**src/rtl/gpio_hub_pkg.sv**
```systemverilog
// Package: shared widths and register codes for the GPIO interrupt hub.
// Assumes all ports have the same line count.
package gpio_hub_pkg;
    localparam int LINES  = 8;
    localparam int NPORT  = 3;
    localparam int PORT_W = 2;
    localparam int SEL_W  = 3;

    localparam logic [SEL_W-1:0] SEL_DATA = 3'd0;
    localparam logic [SEL_W-1:0] SEL_DIR  = 3'd1;
    localparam logic [SEL_W-1:0] SEL_EN   = 3'd2;
    localparam logic [SEL_W-1:0] SEL_KIND = 3'd3;
    localparam logic [SEL_W-1:0] SEL_POL  = 3'd4;
    localparam logic [SEL_W-1:0] SEL_STAT = 3'd5;
    localparam logic [SEL_W-1:0] SEL_ACK  = 3'd6;
endpackage

```
**src/rtl/gpio_sync2.sv**
```systemverilog
// Module: two-flop synchroniser for a bus of independent pad inputs.
// Assumes each bit is treated on its own; no bus coherence is implied.
module gpio_sync2 #(
    parameter int W = 8
) (
    input  logic         clk,
    input  logic         rst_n,
    input  logic [W-1:0] d_in,
    output logic [W-1:0] d_sync
);
    logic [W-1:0] stage1_q;
    logic [W-1:0] stage2_q;

    // Shift the raw pins through two registers.
    always_ff @(posedge clk) begin
        if (!rst_n) begin
            stage1_q <= '0;
            stage2_q <= '0;
        end else begin
            stage1_q <= d_in;
            stage2_q <= stage1_q;
        end
    end

    assign d_sync = stage2_q;
endmodule

```
**src/rtl/gpio_port_unit.sv**
```systemverilog
// Module: one GPIO port with output/direction registers and per-line
// interrupt detection (level or edge, either polarity).
// Assumes wr_hit is already decoded for this port. Status is unregistered
// and is built from the synchronised pins and the edge latches.
module gpio_port_unit
    import gpio_hub_pkg::*;
#(
    parameter int W = LINES
) (
    input  logic             clk,
    input  logic             rst_n,
    input  logic [W-1:0]     pad_in,
    input  logic             wr_hit,
    input  logic [SEL_W-1:0] wr_sel,
    input  logic [W-1:0]     wr_data,
    input  logic [SEL_W-1:0] rd_sel,
    output logic [W-1:0]     rd_data,
    output logic [W-1:0]     pad_out,
    output logic [W-1:0]     pad_oe,
    output logic [W-1:0]     stat
);
    logic [W-1:0] pin_s;
    logic [W-1:0] prev_q;
    logic [W-1:0] out_q, dir_q, en_q, kind_q, pol_q, latch_q;
    logic [W-1:0] en_d, latch_d, ack_mask, edge_hit, level_act;

    gpio_sync2 #(.W(W)) u_sync (
        .clk    (clk),
        .rst_n  (rst_n),
        .d_in   (pad_in),
        .d_sync (pin_s)
    );

    // Edge of the selected polarity, against the previous synchronised value.
    assign edge_hit  = (pol_q & pin_s & ~prev_q) | (~pol_q & ~pin_s & prev_q);
    // Active level of the selected polarity.
    assign level_act = (pol_q & pin_s) | (~pol_q & ~pin_s);
    // Write-one acknowledge mask; zero when no acknowledge write is present.
    assign ack_mask  = (wr_hit && wr_sel == SEL_ACK) ? wr_data : '0;
    // Next enable value, so a clear and a discard happen on the same edge.
    assign en_d      = (wr_hit && wr_sel == SEL_EN) ? wr_data : en_q;
    // Latch set by an edge, cleared by acknowledge or by a disabled line.
    assign latch_d   = en_d & ((latch_q & ~ack_mask) | (kind_q & edge_hit));

    // Configuration registers written by software.
    always_ff @(posedge clk) begin
        if (!rst_n) begin
            out_q  <= '0;
            dir_q  <= '0;
            kind_q <= '0;
            pol_q  <= '0;
        end else if (wr_hit) begin
            case (wr_sel)
                SEL_DATA: out_q  <= wr_data;
                SEL_DIR:  dir_q  <= wr_data;
                SEL_KIND: kind_q <= wr_data;
                SEL_POL:  pol_q  <= wr_data;
                default:  ;
            endcase
        end
    end

    // Enable mask, edge latches and the previous pin sample.
    always_ff @(posedge clk) begin
        if (!rst_n) begin
            en_q    <= '0;
            latch_q <= '0;
            prev_q  <= '0;
        end else begin
            en_q    <= en_d;
            latch_q <= latch_d;
            prev_q  <= pin_s;
        end
    end

    // Pending status: latched edges, or live level conditions.
    assign stat = en_q & ((kind_q & latch_q) | (~kind_q & level_act));

    // Read mux: output lines read their driven value back.
    always_comb begin
        case (rd_sel)
            SEL_DATA: rd_data = (dir_q & out_q) | (~dir_q & pin_s);
            SEL_DIR:  rd_data = dir_q;
            SEL_EN:   rd_data = en_q;
            SEL_KIND: rd_data = kind_q;
            SEL_POL:  rd_data = pol_q;
            SEL_STAT: rd_data = stat;
            default:  rd_data = '0;
        endcase
    end

    assign pad_out = out_q;
    assign pad_oe  = dir_q;

    AST_NO_LATCH_WHEN_OFF: assert property (@(posedge clk) disable iff (!rst_n)
        (latch_q & ~en_q) == '0);

    AST_LATCH_FROM_EDGE_MODE: assert property (@(posedge clk) disable iff (!rst_n)
        (latch_q & ~$past(latch_q) & ~$past(kind_q)) == '0);

    AST_ACK_CLEARS: assert property (@(posedge clk) disable iff (!rst_n)
        (ack_mask != '0) |=> ((latch_q & $past(ack_mask & ~(kind_q & edge_hit))) == '0));

    AST_LEVEL_FOLLOWS_PIN: assert property (@(posedge clk) disable iff (!rst_n)
        ((stat & en_q & ~kind_q & pol_q) & ~$past(pad_in, 2)) == '0);
endmodule

```
**src/rtl/gpio_irq_hub.sv**
```systemverilog
// Module: top of the GPIO interrupt hub. It holds three port units, the
// shared read mux, and two aggregation styles: A and B share one output,
// and F has one output per line.
// Assumes a single write per cycle and the port order A, B, F.
module gpio_irq_hub
    import gpio_hub_pkg::*;
(
    input  logic                   clk,
    input  logic                   rst_n,
    input  logic                   wr_en,
    input  logic [PORT_W-1:0]      wr_port,
    input  logic [SEL_W-1:0]       wr_sel,
    input  logic [LINES-1:0]       wr_data,
    input  logic [PORT_W-1:0]      rd_port,
    input  logic [SEL_W-1:0]       rd_sel,
    output logic [LINES-1:0]       rd_data,
    input  logic [NPORT*LINES-1:0] pad_in,
    output logic [NPORT*LINES-1:0] pad_out,
    output logic [NPORT*LINES-1:0] pad_oe,
    output logic                   irq_ab,
    output logic [LINES-1:0]       irq_f
);
    localparam int SHARED = 2;

    logic [NPORT*LINES-1:0] stat_all;
    logic [LINES-1:0]       rd_arr [NPORT];

    for (genvar p = 0; p < NPORT; p++) begin : g_port
        gpio_port_unit #(.W(LINES)) u_port (
            .clk     (clk),
            .rst_n   (rst_n),
            .pad_in  (pad_in[p*LINES +: LINES]),
            .wr_hit  (wr_en && (wr_port == PORT_W'(p))),
            .wr_sel  (wr_sel),
            .wr_data (wr_data),
            .rd_sel  (rd_sel),
            .rd_data (rd_arr[p]),
            .pad_out (pad_out[p*LINES +: LINES]),
            .pad_oe  (pad_oe[p*LINES +: LINES]),
            .stat    (stat_all[p*LINES +: LINES])
        );
    end

    // Pick the addressed port's read value; unused codes read 0.
    always_comb begin
        rd_data = '0;
        for (int p = 0; p < NPORT; p++)
            if (rd_port == PORT_W'(p)) rd_data = rd_arr[p];
    end

    assign irq_ab = |stat_all[SHARED*LINES-1:0];
    assign irq_f  = stat_all[SHARED*LINES +: LINES];
endmodule

```
**config.mk**
```make
export PLATFORM = sky130hd
export DESIGN_NAME = gpio_irq_hub
export DESIGN_NICKNAME = d
export VERILOG_FILES = /design/src/rtl/gpio_hub_pkg.sv /design/src/rtl/gpio_sync2.sv /design/src/rtl/gpio_port_unit.sv /design/src/rtl/gpio_irq_hub.sv
export SDC_FILE = /design/constraint.sdc
export NUM_CORES = 1
export LEC_CHECK = 0
export CAP_MARGIN = 15
export CORE_MARGIN = 8
export CORE_UTILIZATION = 40
export DETAILED_ROUTE_END_ITERATION = 7
export SYNTH_ARGS = -nofsm -noshare
export SYNTH_HDL_FRONTEND = slang
export SYNTH_SLANG_ARGS = --single-unit
```
**constraint.sdc**
```tcl
create_clock -name clk -period 3.2 [get_ports clk]
set_clock_uncertainty 0.1 [all_clocks]
set_input_delay 0.96 -clock clk [delete_from_list [all_inputs] [get_ports clk]]
set_output_delay 0.96 -clock clk [all_outputs]
set_load 0.05 [all_outputs]
```
==> metrics.md <==
| Metric | Value |
|---|---|
| Max_slew headroom | 52.3% |
| Fin crit period | 3490 ps |
| EDFF count, synth | 0 |
| Violation count after the first detailed-route iteration | 692 |
| Number of antenna violations at the first check in global routing | 0 |
| Cell-by-cell listing of the critical path | inv_2 -> ha_4 -> nor2_2 -> o21ai_1 -> buf_4 -> a21boi_4 -> nand3_1 -> or4_4 -> buf_8 |
| Leakage component of the power | 5.40 nW |
| Critical path depth in cells | 9 |
| Distinct cell type count after synthesis | 60 |
| Final-report max-slew violation count | 0 |
| Routed vias | 9267 |
| Multi-input combinational cell area | 0.00632 mm2 |
| Average wire per cell in the routed design | 19.8 um |
| Setup slack after placement | -943 ps |
| Met2 routed wirelength | 16100 um |
| Slew at the pin closest to its max-slew limit | 713 ps |
| Residual overflow from global routing | 0 |
| Compound-Gate Fraction of Synth Area | 15.8% |
| Post-detailed-routing wire length | 34700 um |
| Post-Synth Simple-Gate Area | 22.7% |
| R2R Path Start | g_port[1].u_port.u_sync.d_sync[2] |
| Die span in x | 180 um |
| # Max-Cap Violations | 0 |
| Fraction of registers with async set or reset after synthesis | 0% |
| Buffer levels on the longest clock path | 3 |
| Critical path capture point type | primary output |
| Pwr per Cell Area | 420 mW/mm2 |
| Setup-failing EPs final | 9 |
| Count of antenna diodes in the layout | 0 |
| Flop-to-flop setup slack | 1620 ps |
| Achievable frequency | 286 MHz |
| Count of port buffers added during placement | 109 |
| Worst-path clk slew | 60 ps |
| Layout Nets | 1483 |
| Synthesized cell area | 0.0107 mm2 |
| Outcome | finished with violations |
| Total power after layout | 6.09 mW |
| Net count after synthesis | 1280 |
| CTS H-tree lvls | 1 |
| TritonCTS Buffers | 25 |
| Height of the die | 180 um |
| Multiplexer area fraction after synthesis | 9.86% |
| Max layer used | met4 |
| Fraction of layout instances using a drive strength above 1 | 25.4% |
| Area added between synthesis and finish | 35.3% |
| Count of buffering cells on the critical path with inverters included | 3 |
| Final HPWL DP | 25400 um |
| Skew-Pair Late Insertion Delay | 530 ps |
| Critical path's slowest cell | sky130_fd_sc_hd__or4_4 |
| Number of warnings printed during yosys synthesis | 0 |
| Setup tns final | -2230 ps |
| Setup repair after global routing missed its margin | true |
| Critical R2R Capture | g_port[1].u_port.latch_q[2] |
| Failing checks | setup timing |
| Post-route fraction of the period consumed by the critical path | 109% |
| Worst setup path endpoint | irq_ab |
| Main combinational cell family by area after synthesis | simple AND/OR/NAND/NOR gates |
| Most common cell after layout, fill and taps aside | sky130_fd_sc_hd__dfxtp_1 |
| Required time worst endpoint | 2140 ps |
| RePlAce Congestion | 0.901 |
| Classification of the worst-slack hold path | reg -> reg |
| Total die area | 0.0323 mm2 |
| Antenna viol nets, final | 0 |
| R2R depth | 6 |
| Maximum vdd drop | 0.307 mV |
| Core footprint | 0.0267 mm2 |
| Setup slack of the critical path after layout | -291 ps |
| Sequential cell area fraction in the yosys report | 40.4% |
| Post-detailed-route via-to-cell ratio | 5.30 |
| Routed length on met1 | 16100 um |
| Start-to-end type of the worst setup path | reg -> out |
| Synth Area in Adders | 5.61% |
| Xor/xnor share of the synthesized area | 0% |
| Placement Rows | 60 |
| Number of global-route vias before repair | 9252 |
| Amount of wire on met3 after detailed routing | 1630 um |
| Cells after Synth | 1187 |
| Total GRT Usage | 20.9% |
| Clock root cell | sky130_fd_sc_hd__clkbuf_16 |
| CP Max Fanout | 2 |
| Starting density of the core | 40.2% |
| Clock tree from TritonCTS | yes |
| Post-Route Utilization | 54.4% |
| Avg Cell Area, Syn | 9.02 um2 |
| Worst Path Arrival | 2430 ps |
| Kind of cell with the highest combined delay on the critical path | simple AND/OR/NAND/NOR gates |
| Highest-count cells in the layout ignoring fill and taps | 206 x sky130_fd_sc_hd__dfxtp_1, 134 x sky130_fd_sc_hd__nand2_1, 124 x sky130_fd_sc_hd__buf_4 |
| Largest net degree at the start of global routing | 61 |
| Largest stage delay on the critical path | 530 ps |
| Hold Vio Cnt, Final | 0 |
| FILL cells | 2383 |
| Wire length of the first global-routing pass | 54000 um |
| Number of sinks handled by clock tree synthesis | 216 |
| Number of iterations in the first detailed-routing pass | 5 |
| Source of the critical timing path | g_port[0].u_port.pol_q[2] |
| Type of element launching the critical path | flip-flop |
| Most instantiated flip-flop cell in the synthesis netlist | sky130_fd_sc_hd__dfxtp_1 |
| Top Ports | 110 |
| Flops & latches, synth | 216 |
| Sequential cell area | 0.00434 mm2 |
| DRC violations left | 0 |
## report_power, final
group / switching (mW) / internal, mW
combinational: 0.360 / 0.316
sequential: 0.0301 / 2.74
clock: 1.13 / 1.51
total: 1.52 / 4.57
## Yosys cell counts, types with 3 or more instances
| master | n | share of area, % |
|---|---|---|
| sky130_fd_sc_hd__a21boi_0 | 83 | 5.8 |
| sky130_fd_sc_hd__a21oi_1 | 11 | 0.51 |
| sky130_fd_sc_hd__a221oi_1 | 5 | 0.41 |
| sky130_fd_sc_hd__a22oi_1 | 49 | 3.4 |
| sky130_fd_sc_hd__a31oi_1 | 5 | 0.29 |
| sky130_fd_sc_hd__a32oi_1 | 3 | 0.25 |
| sky130_fd_sc_hd__and2_1 | 94 | 5.5 |
| sky130_fd_sc_hd__and3b_1 | 5 | 0.41 |
| sky130_fd_sc_hd__buf_1 | 8 | 0.28 |
| sky130_fd_sc_hd__buf_2 | 28 | 1.3 |
| sky130_fd_sc_hd__buf_4 | 11 | 0.77 |
| sky130_fd_sc_hd__clkbuf_1 | 28 | 0.98 |
| sky130_fd_sc_hd__dfxtp_1 | 216 | 40 |
| sky130_fd_sc_hd__ha_1 | 48 | 5.6 |
| sky130_fd_sc_hd__inv_1 | 52 | 1.8 |
| sky130_fd_sc_hd__mux2_2 | 36 | 3.8 |
| sky130_fd_sc_hd__mux2i_1 | 65 | 6.1 |
| sky130_fd_sc_hd__nand2_1 | 136 | 4.8 |
| sky130_fd_sc_hd__nand2b_1 | 3 | 0.18 |
| sky130_fd_sc_hd__nand3_1 | 85 | 4.0 |
| sky130_fd_sc_hd__nor2_1 | 32 | 1.1 |
| sky130_fd_sc_hd__nor2b_1 | 55 | 3.2 |
| sky130_fd_sc_hd__nor2b_2 | 8 | 0.65 |
| sky130_fd_sc_hd__nor2b_4 | 8 | 1.0 |
| sky130_fd_sc_hd__nor3b_2 | 3 | 0.35 |
| sky130_fd_sc_hd__o211ai_1 | 5 | 0.35 |
| sky130_fd_sc_hd__o21ai_0 | 48 | 2.2 |
| sky130_fd_sc_hd__o22ai_1 | 9 | 0.53 |
| sky130_fd_sc_hd__o31a_1 | 3 | 0.25 |
| sky130_fd_sc_hd__or2_2 | 3 | 0.18 |
## flip-flops by register name, summed over array words and instances (netlist names)
signal / flops
g_port.u_port.en_q: 24
g_port.u_port.kind_q: 24
g_port.u_port.latch_q: 24
g_port.u_port.pad_oe: 24
g_port.u_port.pad_out: 24
g_port.u_port.pol_q: 24
g_port.u_port.prev_q: 24
g_port.u_port.u_sync.d_sync: 24
g_port.u_port.u_sync.stage1_q: 24
## worst min path at each step
| stage | from | endpoint | cells after the start |
|---|---|---|---|
| floorplan | g_port[0].u_port.u_sync.stage1_q[0] | g_port[0].u_port.u_sync.d_sync[0] | 1 |
| global placement | g_port[0].u_port.u_sync.stage1_q[1] | g_port[0].u_port.u_sync.d_sync[1] | 1 |
| detailed placement | g_port[2].u_port.u_sync.stage1_q[3] | g_port[2].u_port.u_sync.d_sync[3] | 1 |
| CTS | g_port[2].u_port.u_sync.stage1_q[3] | g_port[2].u_port.u_sync.d_sync[3] | 1 |
| global route | g_port[2].u_port.u_sync.stage1_q[3] | g_port[2].u_port.u_sync.d_sync[3] | 1 |
| finish | g_port[1].u_port.u_sync.stage1_q[5] | g_port[1].u_port.u_sync.d_sync[5] | 1 |
## layer usage
layer / vias to the layer above / global-route usage (%)
li1: 4482 / -
met1: 4477 / 27.9
met2: 246 / 34.6
met3: 62 / 3.17
met4: 0 / 5.77
met5: - / 0
## area by class of cell
type / instances / area share, %
clock inverter: 8 / 0.380
inverter: 53 / 1.40
multi-input combinational: 839 / 43.6
tap: 341 / 2.94
timing repair buffer: 255 / 16.9
sequential: 216 / 29.9
clock buffer: 36 / 4.81
## cell families (layout without fill, tap and decap cells)
kind of cell	count (synthesis)	in the layout
buffers and inverters	132	352
muxes	101	101
adders and majority gates	48	48
DFF	216	216
and+or+nand+nor	448	448
AOI/OAI and AO/OA	242	242
## stage by stage
step | hold slack, ps | instances | area, um2
6_report | 329 | 1748 | 14500
5_1_grt | 339 | 1748 | 14500
4_1_cts | 330 | 1735 | 14100
3_5_place_dp | 317 | 1682 | 13000
3_3_place_gp | 314 | 1682 | 13000
2_1_floorplan | 312 | 1187 | 10800
## what timing repair did
item | in CTS | in global routing
gates cloned | 1 | 1
setup buffers | 9 | 13
resized for setup | 103 | 79
hold buffers | 0 | 0
setup endpoints to repair | 9 | 9
pin swaps | 35 | 28
hold endpoints to repair | 0 | 0
No activity file was read; power rests on OpenSTA's default activity.
